File: src/rtl/tsw_pkg.sv
package tsw_pkg;
  typedef enum logic [1:0] {
    ST_FREE = 2'd0,
    ST_PEND = 2'd1,
    ST_RDY  = 2'd2,
    ST_EXEC = 2'd3
  } ent_state_e;
endpackage

File: src/rtl/tsw_range_store.sv
module tsw_range_store #(
  parameter int unsigned WIN = 4,
  parameter int unsigned NR  = 2,
  parameter int unsigned NW  = 2,
  parameter int unsigned AW  = 8,
  parameter int unsigned LW  = 4,
  localparam int unsigned EIW = (WIN > 1) ? $clog2(WIN) : 1
) (
  input  logic             clk_i,
  input  logic             rst_ni,
  input  logic             we_i,
  input  logic [EIW-1:0]   widx_i,
  input  logic             all_i,
  input  logic [NR*AW-1:0] rs_i,
  input  logic [NR*LW-1:0] rl_i,
  input  logic [NW*AW-1:0] ws_i,
  input  logic [NW*LW-1:0] wl_i,
  output logic [WIN-1:0]   conflict_o
);
  localparam int unsigned SW = ((AW > LW) ? AW : LW) + 1;

  logic [AW-1:0] rs_q [WIN][NR];
  logic [LW-1:0] rl_q [WIN][NR];
  logic [AW-1:0] ws_q [WIN][NW];
  logic [LW-1:0] wl_q [WIN][NW];
  logic [WIN-1:0] all_q;

  function automatic logic ovl(logic [AW-1:0] sa, logic [LW-1:0] la,
                               logic [AW-1:0] sb, logic [LW-1:0] lb);
    logic [SW-1:0] a0, b0, a1, b1;
    a0 = SW'(sa);
    b0 = SW'(sb);
    a1 = a0 + SW'(la);
    b1 = b0 + SW'(lb);
    return (la != '0) && (lb != '0) && (a0 < b1) && (b0 < a1);
  endfunction

  always_ff @(posedge clk_i or negedge rst_ni) begin
    if (!rst_ni) begin
      all_q <= '0;
      for (int e = 0; e < WIN; e++) begin
        for (int r = 0; r < NR; r++) begin
          rs_q[e][r] <= '0;
          rl_q[e][r] <= '0;
        end
        for (int w = 0; w < NW; w++) begin
          ws_q[e][w] <= '0;
          wl_q[e][w] <= '0;
        end
      end
    end else if (we_i) begin
      all_q[widx_i] <= all_i;
      for (int r = 0; r < NR; r++) begin
        rs_q[widx_i][r] <= rs_i[r*AW +: AW];
        rl_q[widx_i][r] <= rl_i[r*LW +: LW];
      end
      for (int w = 0; w < NW; w++) begin
        ws_q[widx_i][w] <= ws_i[w*AW +: AW];
        wl_q[widx_i][w] <= wl_i[w*LW +: LW];
      end
    end
  end

  logic new_wr;
  logic [WIN-1:0] old_wr;

  always_comb begin
    new_wr = 1'b0;
    for (int w = 0; w < NW; w++) new_wr |= (wl_i[w*LW +: LW] != '0);
    for (int e = 0; e < WIN; e++) begin
      old_wr[e] = 1'b0;
      for (int w = 0; w < NW; w++) old_wr[e] |= (wl_q[e][w] != '0);
      // whole-memory reader against any writer
      conflict_o[e] = (all_i & old_wr[e]) | (all_q[e] & new_wr);
      for (int w = 0; w < NW; w++) begin
        for (int r = 0; r < NR; r++) begin
          conflict_o[e] |= ovl(rs_i[r*AW +: AW], rl_i[r*LW +: LW], ws_q[e][w], wl_q[e][w]);
        end
        for (int r = 0; r < NR; r++) begin
          conflict_o[e] |= ovl(ws_i[w*AW +: AW], wl_i[w*LW +: LW], rs_q[e][r], rl_q[e][r]);
        end
        for (int v = 0; v < NW; v++) begin
          conflict_o[e] |= ovl(ws_i[w*AW +: AW], wl_i[w*LW +: LW], ws_q[e][v], wl_q[e][v]);
        end
      end
    end
  end
endmodule

File: src/rtl/tsw_issue_arb.sv
module tsw_issue_arb #(
  parameter int unsigned WIN   = 4,
  parameter int unsigned SLOTS = 2,
  localparam int unsigned EIW = (WIN > 1) ? $clog2(WIN) : 1
) (
  input  logic                     clk_i,
  input  logic                     rst_ni,
  input  logic [SLOTS-1:0]         req_i,
  input  logic [WIN-1:0]           rdy_i,
  input  logic [WIN-1:0][WIN-1:0]  older_i,
  output logic [SLOTS-1:0]         take_o,
  output logic [EIW-1:0]           sel_o [SLOTS],
  output logic [WIN-1:0]           taken_o
);
  logic [WIN-1:0] avail;

  always_comb begin
    avail   = rdy_i;
    taken_o = '0;
    for (int s = 0; s < SLOTS; s++) begin
      take_o[s] = 1'b0;
      sel_o[s]  = '0;
      if (req_i[s]) begin
        for (int i = 0; i < WIN; i++) begin
          // oldest: no older entry is still available
          if (!take_o[s] && avail[i] && ((older_i[i] & avail) == '0)) begin
            take_o[s] = 1'b1;
            sel_o[s]  = EIW'(i);
          end
        end
        if (take_o[s]) begin
          avail[sel_o[s]]   = 1'b0;
          taken_o[sel_o[s]] = 1'b1;
        end
      end
    end
  end

  for (genvar s = 0; s < SLOTS; s++) begin : g_chk
    p_take_ready_r6: assert property (@(posedge clk_i) disable iff (!rst_ni)
      take_o[s] |-> rdy_i[sel_o[s]]);
    for (genvar t = s + 1; t < SLOTS; t++) begin : g_pair
      p_sel_distinct_r7: assert property (@(posedge clk_i) disable iff (!rst_ni)
        (take_o[s] && take_o[t]) |-> (sel_o[s] != sel_o[t]));
      p_low_slot_first_r7: assert property (@(posedge clk_i) disable iff (!rst_ni)
        (req_i[s] && take_o[t]) |-> take_o[s]);
    end
  end
endmodule

File: src/rtl/task_sched_window.sv
module task_sched_window
  import tsw_pkg::*;
#(
  parameter int unsigned WIN   = 4,
  parameter int unsigned SLOTS = 2,
  parameter int unsigned NR    = 2,
  parameter int unsigned NW    = 2,
  parameter int unsigned AW    = 8,
  parameter int unsigned LW    = 4,
  parameter int unsigned IDW   = 4,
  localparam int unsigned EIW = (WIN > 1) ? $clog2(WIN) : 1,
  localparam int unsigned SIW = (SLOTS > 1) ? $clog2(SLOTS) : 1
) (
  input  logic                 clk_i,
  input  logic                 rst_ni,
  input  logic                 in_valid_i,
  output logic                 in_ready_o,
  input  logic [IDW-1:0]       in_id_i,
  input  logic                 in_all_mem_i,
  input  logic [NR*AW-1:0]     in_rd_start_i,
  input  logic [NR*LW-1:0]     in_rd_len_i,
  input  logic [NW*AW-1:0]     in_wr_start_i,
  input  logic [NW*LW-1:0]     in_wr_len_i,
  input  logic [SLOTS-1:0]     slot_req_i,
  output logic [SLOTS-1:0]     grant_o,
  output logic [SLOTS*IDW-1:0] grant_id_o,
  input  logic                 done_valid_i,
  input  logic [SIW-1:0]       done_slot_i
);
  ent_state_e               st_q [WIN];
  logic [WIN-1:0][WIN-1:0]  dep_q, older_q;
  logic [IDW-1:0]           id_q [WIN];
  logic [SLOTS-1:0]         busy_q;
  logic [EIW-1:0]           sent_q [SLOTS];

  logic [WIN-1:0] used, rdy, conflict, ret_mask, taken, dep_new;
  logic [EIW-1:0] alloc_idx;
  logic [EIW-1:0] sel [SLOTS];
  logic           has_free, acc;

  always_comb begin
    has_free  = 1'b0;
    alloc_idx = '0;
    for (int i = WIN - 1; i >= 0; i--) begin
      used[i] = (st_q[i] != ST_FREE);
      rdy[i]  = (st_q[i] == ST_RDY);
      if (!used[i]) begin
        has_free  = 1'b1;
        alloc_idx = EIW'(i);
      end
    end
  end

  assign in_ready_o = has_free;
  assign acc        = in_valid_i & has_free;
  assign ret_mask   = done_valid_i ? (WIN'(1) << sent_q[done_slot_i]) : '0;
  assign dep_new    = conflict & used & ~ret_mask;

  tsw_range_store #(.WIN(WIN), .NR(NR), .NW(NW), .AW(AW), .LW(LW)) u_store (
    .clk_i      (clk_i),
    .rst_ni     (rst_ni),
    .we_i       (acc),
    .widx_i     (alloc_idx),
    .all_i      (in_all_mem_i),
    .rs_i       (in_rd_start_i),
    .rl_i       (in_rd_len_i),
    .ws_i       (in_wr_start_i),
    .wl_i       (in_wr_len_i),
    .conflict_o (conflict)
  );

  tsw_issue_arb #(.WIN(WIN), .SLOTS(SLOTS)) u_arb (
    .clk_i   (clk_i),
    .rst_ni  (rst_ni),
    .req_i   (slot_req_i & ~busy_q),
    .rdy_i   (rdy),
    .older_i (older_q),
    .take_o  (grant_o),
    .sel_o   (sel),
    .taken_o (taken)
  );

  always_comb begin
    for (int s = 0; s < SLOTS; s++) grant_id_o[s*IDW +: IDW] = id_q[sel[s]];
  end

  always_ff @(posedge clk_i or negedge rst_ni) begin
    if (!rst_ni) begin
      dep_q   <= '0;
      older_q <= '0;
      for (int i = 0; i < WIN; i++) begin
        st_q[i] <= ST_FREE;
        id_q[i] <= '0;
      end
    end else begin
      for (int i = 0; i < WIN; i++) begin
        dep_q[i] <= dep_q[i] & ~ret_mask;
        if (acc && alloc_idx != EIW'(i)) older_q[i][alloc_idx] <= 1'b0;
        if (ret_mask[i]) begin
          st_q[i] <= ST_FREE;
        end else if (acc && alloc_idx == EIW'(i)) begin
          st_q[i]    <= (dep_new == '0) ? ST_RDY : ST_PEND;
          dep_q[i]   <= dep_new;
          older_q[i] <= used & ~ret_mask;
          id_q[i]    <= in_id_i;
        end else if (taken[i]) begin
          st_q[i] <= ST_EXEC;
        end else if (st_q[i] == ST_PEND && (dep_q[i] & ~ret_mask) == '0) begin
          st_q[i] <= ST_RDY;
        end
      end
    end
  end

  always_ff @(posedge clk_i or negedge rst_ni) begin
    if (!rst_ni) begin
      busy_q <= '0;
      for (int s = 0; s < SLOTS; s++) sent_q[s] <= '0;
    end else begin
      for (int s = 0; s < SLOTS; s++) begin
        if (grant_o[s]) begin
          busy_q[s] <= 1'b1;
          sent_q[s] <= sel[s];
        end else if (done_valid_i && done_slot_i == SIW'(s)) begin
          busy_q[s] <= 1'b0;
        end
      end
    end
  end

  p_done_busy_r8: assert property (@(posedge clk_i) disable iff (!rst_ni)
    done_valid_i |-> busy_q[done_slot_i]);

  for (genvar s = 0; s < SLOTS; s++) begin : g_slot_chk
    p_no_regrant_r8: assert property (@(posedge clk_i) disable iff (!rst_ni)
      (done_valid_i && done_slot_i == SIW'(s)) |-> !grant_o[s]);
    p_grant_free_r5: assert property (@(posedge clk_i) disable iff (!rst_ni)
      grant_o[s] |-> (dep_q[sel[s]] == '0));
  end

  for (genvar i = 0; i < WIN; i++) begin : g_ent_chk
    p_exec_nodep_r5: assert property (@(posedge clk_i) disable iff (!rst_ni)
      (st_q[i] == ST_EXEC) |-> (dep_q[i] == '0));
    p_dep_older_r3: assert property (@(posedge clk_i) disable iff (!rst_ni)
      (dep_q[i] & ~older_q[i]) == '0);
  end
endmodule

File: config.mk
export PLATFORM = sky130hd
export DESIGN_NAME = task_sched_window
export DESIGN_NICKNAME = d
export VERILOG_FILES = /design/src/rtl/tsw_pkg.sv /design/src/rtl/tsw_range_store.sv /design/src/rtl/tsw_issue_arb.sv /design/src/rtl/task_sched_window.sv
export SDC_FILE = /design/constraint.sdc
export NUM_CORES = 1
export LEC_CHECK = 0
export ABC_CLOCK_PERIOD_IN_PS = 4710
export BUFFER_PORTS_ARGS = -buffer_cell sky130_fd_sc_hd__buf_2
export CORE_ASPECT_RATIO = 1.75
export CORE_MARGIN = 2
export CORE_UTILIZATION = 60
export CTS_CLUSTER_DIAMETER = 100
export DETAILED_ROUTE_END_ITERATION = 8
export PLACE_DENSITY = 0.77
export SLEW_MARGIN = 5
export SYNTH_ARGS = -nofsm -noshare
export SYNTH_HDL_FRONTEND = slang
export SYNTH_SLANG_ARGS = --single-unit
File: constraint.sdc
create_clock -name clk_i -period 4.71 [get_ports clk_i]
set_input_delay 0.471 -clock clk_i [delete_from_list [all_inputs] [get_ports clk_i]]
set_output_delay 0.471 -clock clk_i [all_outputs]
set_load 0.005 [all_outputs]
==> run summary <==
SYNTH
--------------------------------------------------------------------------------
Count of flip-flops with a built-in enable after synthesis                     0
Seq/Total Area, Yosys                                                      21.8%
Most frequent cell after synthesis                                          ha_1
Instance count of the mapped netlist                                        3312
Area share of the leading cell type in the synthesized netlist             31.8%
Syn. warnings                                                                  0
Distinct cells, synth                                                         86
Synth Area per Inst                                                     8.92 µm²
Net count of the mapped netlist                                             4144
Cell taking the most area after synthesis                                   ha_1
Post-synthesis sequential element count                                      258
Post-synthesis async set-or-reset flop share                                100%
Synth cell count leaders                                            752 x ha_1, 537 x nand2_1, 258 x dfrtp_1
Ys flop type                                                             dfrtp_1
Top cells by area, synth                                            ha_1 32%, dfrtp_1 22%, nand2_1 6.8%
Syn Std Cell Area                                                     0.0296 mm²

POWER AND IR DROP
--------------------------------------------------------------------------------
Cell-internal power                                                     11800 µW
Total power per unit cell area                                        756 mW/mm²
Sw Ratio                                                                   52.6%
VDD IR-drop max                                                           623 µV
Leakage power total                                                    0.0164 µW
Part of the total power dissipated in the clock network                     9.4%
Net switching power figure                                              13100 µW
Sequential cell fraction of total power                                    20.8%
Logic gate share of total power                                            69.7%

PLACEMENT
--------------------------------------------------------------------------------
Final weighted congestion of routability-driven global placement            1.07
Placement-stage cell area                                             0.0320 mm²
Dpl ws                                                                 -0.793 ns
# port buffers                                                                70
Half-perimeter wire length of the detailed placement result             95200 µm
# placed instances                                                          4126

WORST SETUP PATH
--------------------------------------------------------------------------------
Max incr delay on CP                                                     0.50 ns
Critical Path End Type                                                  register
Critical Path Fanout Max                                                       5
Cell family with most CP delay                                      compound AO/OA/AOI/OAI gates
Critical path buffers and inverters                                            3
Cell chain of the critical path                                     ha_1, a21o_1, a21oi_1, nor2b_1, o21ai_0, xor2_1, ha_1, a21o_1, a211oi_1, a31oi_4, nor4_2, buf_4, a2111oi_1, buf_4, a31oi_2, a21oi_2, a21oi_1, buf_4, nor2_1
Worst setup path category                                           register to register
Most common cell on crit path                                              buf_4
Cell with the largest stage delay on the worst path                      dfrtp_2
Required time at the endpoint of the critical path                       5.19 ns
Critical Path AT                                                         5.13 ns
Startpoint types                                                        register

TIMING
--------------------------------------------------------------------------------
Total count of hold-check failures in the final report                         0
Final worst setup slack                                                0.0668 ns
Maximum clock skew at final layout                                     0.0256 ns
Setup TNS                                                                   0 ns
Minimum clock period                                                     4.64 ns
Ratio of final minimum period to clock period                              98.6%
Number of max-slew violations in the final report                              0
Setup repair after global routing missed its margin                          yes
Headroom to the max-slew limit                                             22.1%
Timing-limited maximum frequency                                         215 MHz
Number of endpoints failing setup at the final stage                           0
Slew of the pin with the lowest slew margin                              1.16 ns

ROUTING
--------------------------------------------------------------------------------
Drt total wl                                                           130000 µm
DRC violations left                                                            0
Post-route ant nets                                                            0
Number of vias per cell                                                     7.15
Detailed Routing Iterations Pass 1                                             8
Overall via count from detail_route                                        29900
Detailed router's first-iteration violation count                           2880
Wire length per cell                                                     31.0 µm

WORST HOLD PATH
--------------------------------------------------------------------------------
HP Class                                                            primary input to register

CLOCKING
--------------------------------------------------------------------------------
Clock Latency Late Sink                                                  0.62 ns
Clock-pin transition on the worst setup and hold timing paths            0.07 ns
Clock Sinks                                                                  258
Deepest level of the CTS H-tree                                                1
Clock buffers created by TritonCTS                                            28
CTS Root Cell                                                          clkbuf_16
TritonCTS clock tree                                                        done
Clock Path Buffers                                                             3

GLOBAL ROUTING
--------------------------------------------------------------------------------
Overflow after GRT                                                             0
Antenna violations before repair                                               4
Overall global routing resource usage                                      51.2%
Largest net degree at the start of global routing                            109
Wire length of the first global-routing pass                           191000 µm
Vias in the first global route                                             30700

FINAL LAYOUT
--------------------------------------------------------------------------------
Ratio of cells with drive above 1 in the final layout                      11.9%
Number of nets in the finished design                                       4336
Fillers                                                                     3975
Area Growth Syn to Fin                                                     11.7%
Area of all placed cells without fillers                              0.0330 mm²
Final standard cell count with taps included and fillers excluded           4186

RUN
--------------------------------------------------------------------------------
Number of max-capacitance violations reported                                  0

DIE
--------------------------------------------------------------------------------
Core box area                                                         0.0487 mm²
Die area                                                              0.0511 mm²
Effective utilization at floorplan                                         60.6%
Vertical extent of the die                                                298 µm
Count of boundary I/O pins                                                    71
Die X-Extent                                                              172 µm
Number of rows created at floorplan                                          107

STATUS
--------------------------------------------------------------------------------
Result of the run                                                   finished, final reports clean

## sequential cells by signal, indices dropped and copies added, names as in the netlist
name and cells:
busy_q 2, dep_q 16, id_q 16, older_q 16, sent_q 4, st_q 8
u_store.all_q 4, u_store.rl_q 32, u_store.rs_q 64, u_store.wl_q 32, u_store.ws_q 64
## power groups by stage
| stage | Sequential (µW) | Combinational [µW] | Clock [µW] |
|---|---|---|---|
| 6_report | 5200 | 17400 | 2360 |
| 5_1_grt | 5220 | 19300 | 2420 |
| 4_1_cts | 5050 | 16900 | 2340 |
| 3_5_place_dp | 5080 | 16600 | 0 |
| 3_3_place_gp | 5030 | 15600 | 0 |
| 2_1_floorplan | 4300 | 11600 | 0 |
## area by class of cell
type | count | area, µm² | area share, %
clock inverters | 10 | 125 | 0.379
flip-flops and latches | 258 | 6460 | 19.6
clock buffers | 40 | 797 | 2.41
repair buffers | 243 | 1810 | 5.49
diodes | 8 | 20.0 | 0.0606
inverters | 49 | 184 | 0.557
multi-input cells | 2924 | 22800 | 69.1
well taps | 654 | 818 | 2.48
## metal layers
| layer | wire length, µm | global-route usage, % | vias to the layer above |
|---|---|---|---|
| li1 | - | - | 12900 |
| met1 | 42100 | 53.0 | 14200 |
| met2 | 56800 | 78.6 | 1906 |
| met3 | 13600 | 15.8 | 924 |
| met4 | 17200 | 53.0 | 0 |
| met5 | 0 | 0 | - |
## through the flow
stage	hold WS [ns]	total power [µW]	utilization [%]
2_1_floorplan	0.175	15900	-
3_3_place_gp	0.458	20700	65.6
3_5_place_dp	0.462	21700	65.6
4_1_cts	0.146	24200	67.6
5_1_grt	0.166	26900	67.7
6_report	0.143	25000	67.8
## worst reg2reg max path: stages (launching register included)
cell,delay [ns]
dfrtp_2,0.50
ha_1,0.31
a21o_1,0.18
a21oi_1,0.25
nor2b_1,0.11
o21ai_0,0.21
xor2_1,0.31
ha_1,0.33
a21o_1,0.20
a211oi_1,0.40
a31oi_4,0.18
nor4_2,0.37
buf_4,0.22
a2111oi_1,0.07
buf_4,0.16
a31oi_2,0.25
a21oi_2,0.08
a21oi_1,0.20
buf_4,0.16
nor2_1,0.04
## path summary, 6_finish.rpt
kind	start	end	slack, ns	cells past startpoint
min in group asynchronous	rst_ni	id_q[13]$_DFFE_PN0P_	0.53	2
max reg2reg	u_store.rs_q[41]$_DFFE_PN0P_	st_q[1]$_DFFE_PN0P_	0.07	19
max in group asynchronous	rst_ni	u_store.ws_q[9]$_DFFE_PN0P_	2.93	3
max	u_store.rs_q[41]$_DFFE_PN0P_	st_q[1]$_DFFE_PN0P_	0.07	19
min reg2reg	u_store.all_q[1]$_DFFE_PN0P_	u_store.all_q[1]$_DFFE_PN0P_	0.49	2
min	in_id_i[1]	id_q[9]$_DFFE_PN0P_	0.14	3
## cells by family after synthesis
| kind of cell | Yosys count | synth area share [%] |
|---|---|---|
| AOI/OAI and AO/OA | 872 | 19.4 |
| buffers and inverters | 130 | 1.78 |
| and+or+nand+nor | 1087 | 17.5 |
| DFF | 258 | 21.8 |
| adders and majority gates | 772 | 33.2 |
| xor gates and xnor gates | 120 | 3.56 |
| muxes | 73 | 2.74 |
## repair_timing
action	4_1_cts	5_1_grt
hold endpoints to repair	51	0
hold buffers	1	0
pin swaps	0	0
buffers inserted	0	1
gates resized for setup	6	14
setup endpoints to repair	11	14
## cells in the final DEF, fill, tap and decap left out, drive strengths merged, types with 11 or more instances in the layout
cell and instances:
and3 30, nand3 132, nor2b 68, inv 51, nor3 17, a211oi 99, buf 242, a31oi 32
xor2 81, o21a 14, a2111oi 15, ha 752, xnor2 39, clkbuf 40, o2111ai 45, o21ai 208
o211ai 25, o22ai 20, mux2 63, or4 11, a21o 116, and2 16, nor2 98, dfrtp 258
nand4 68, fa 20, nand2b 45, nor4 26, nor3b 14, a21oi 197, nand2 538
Note: power is estimated with default switching activity, not from simulation.
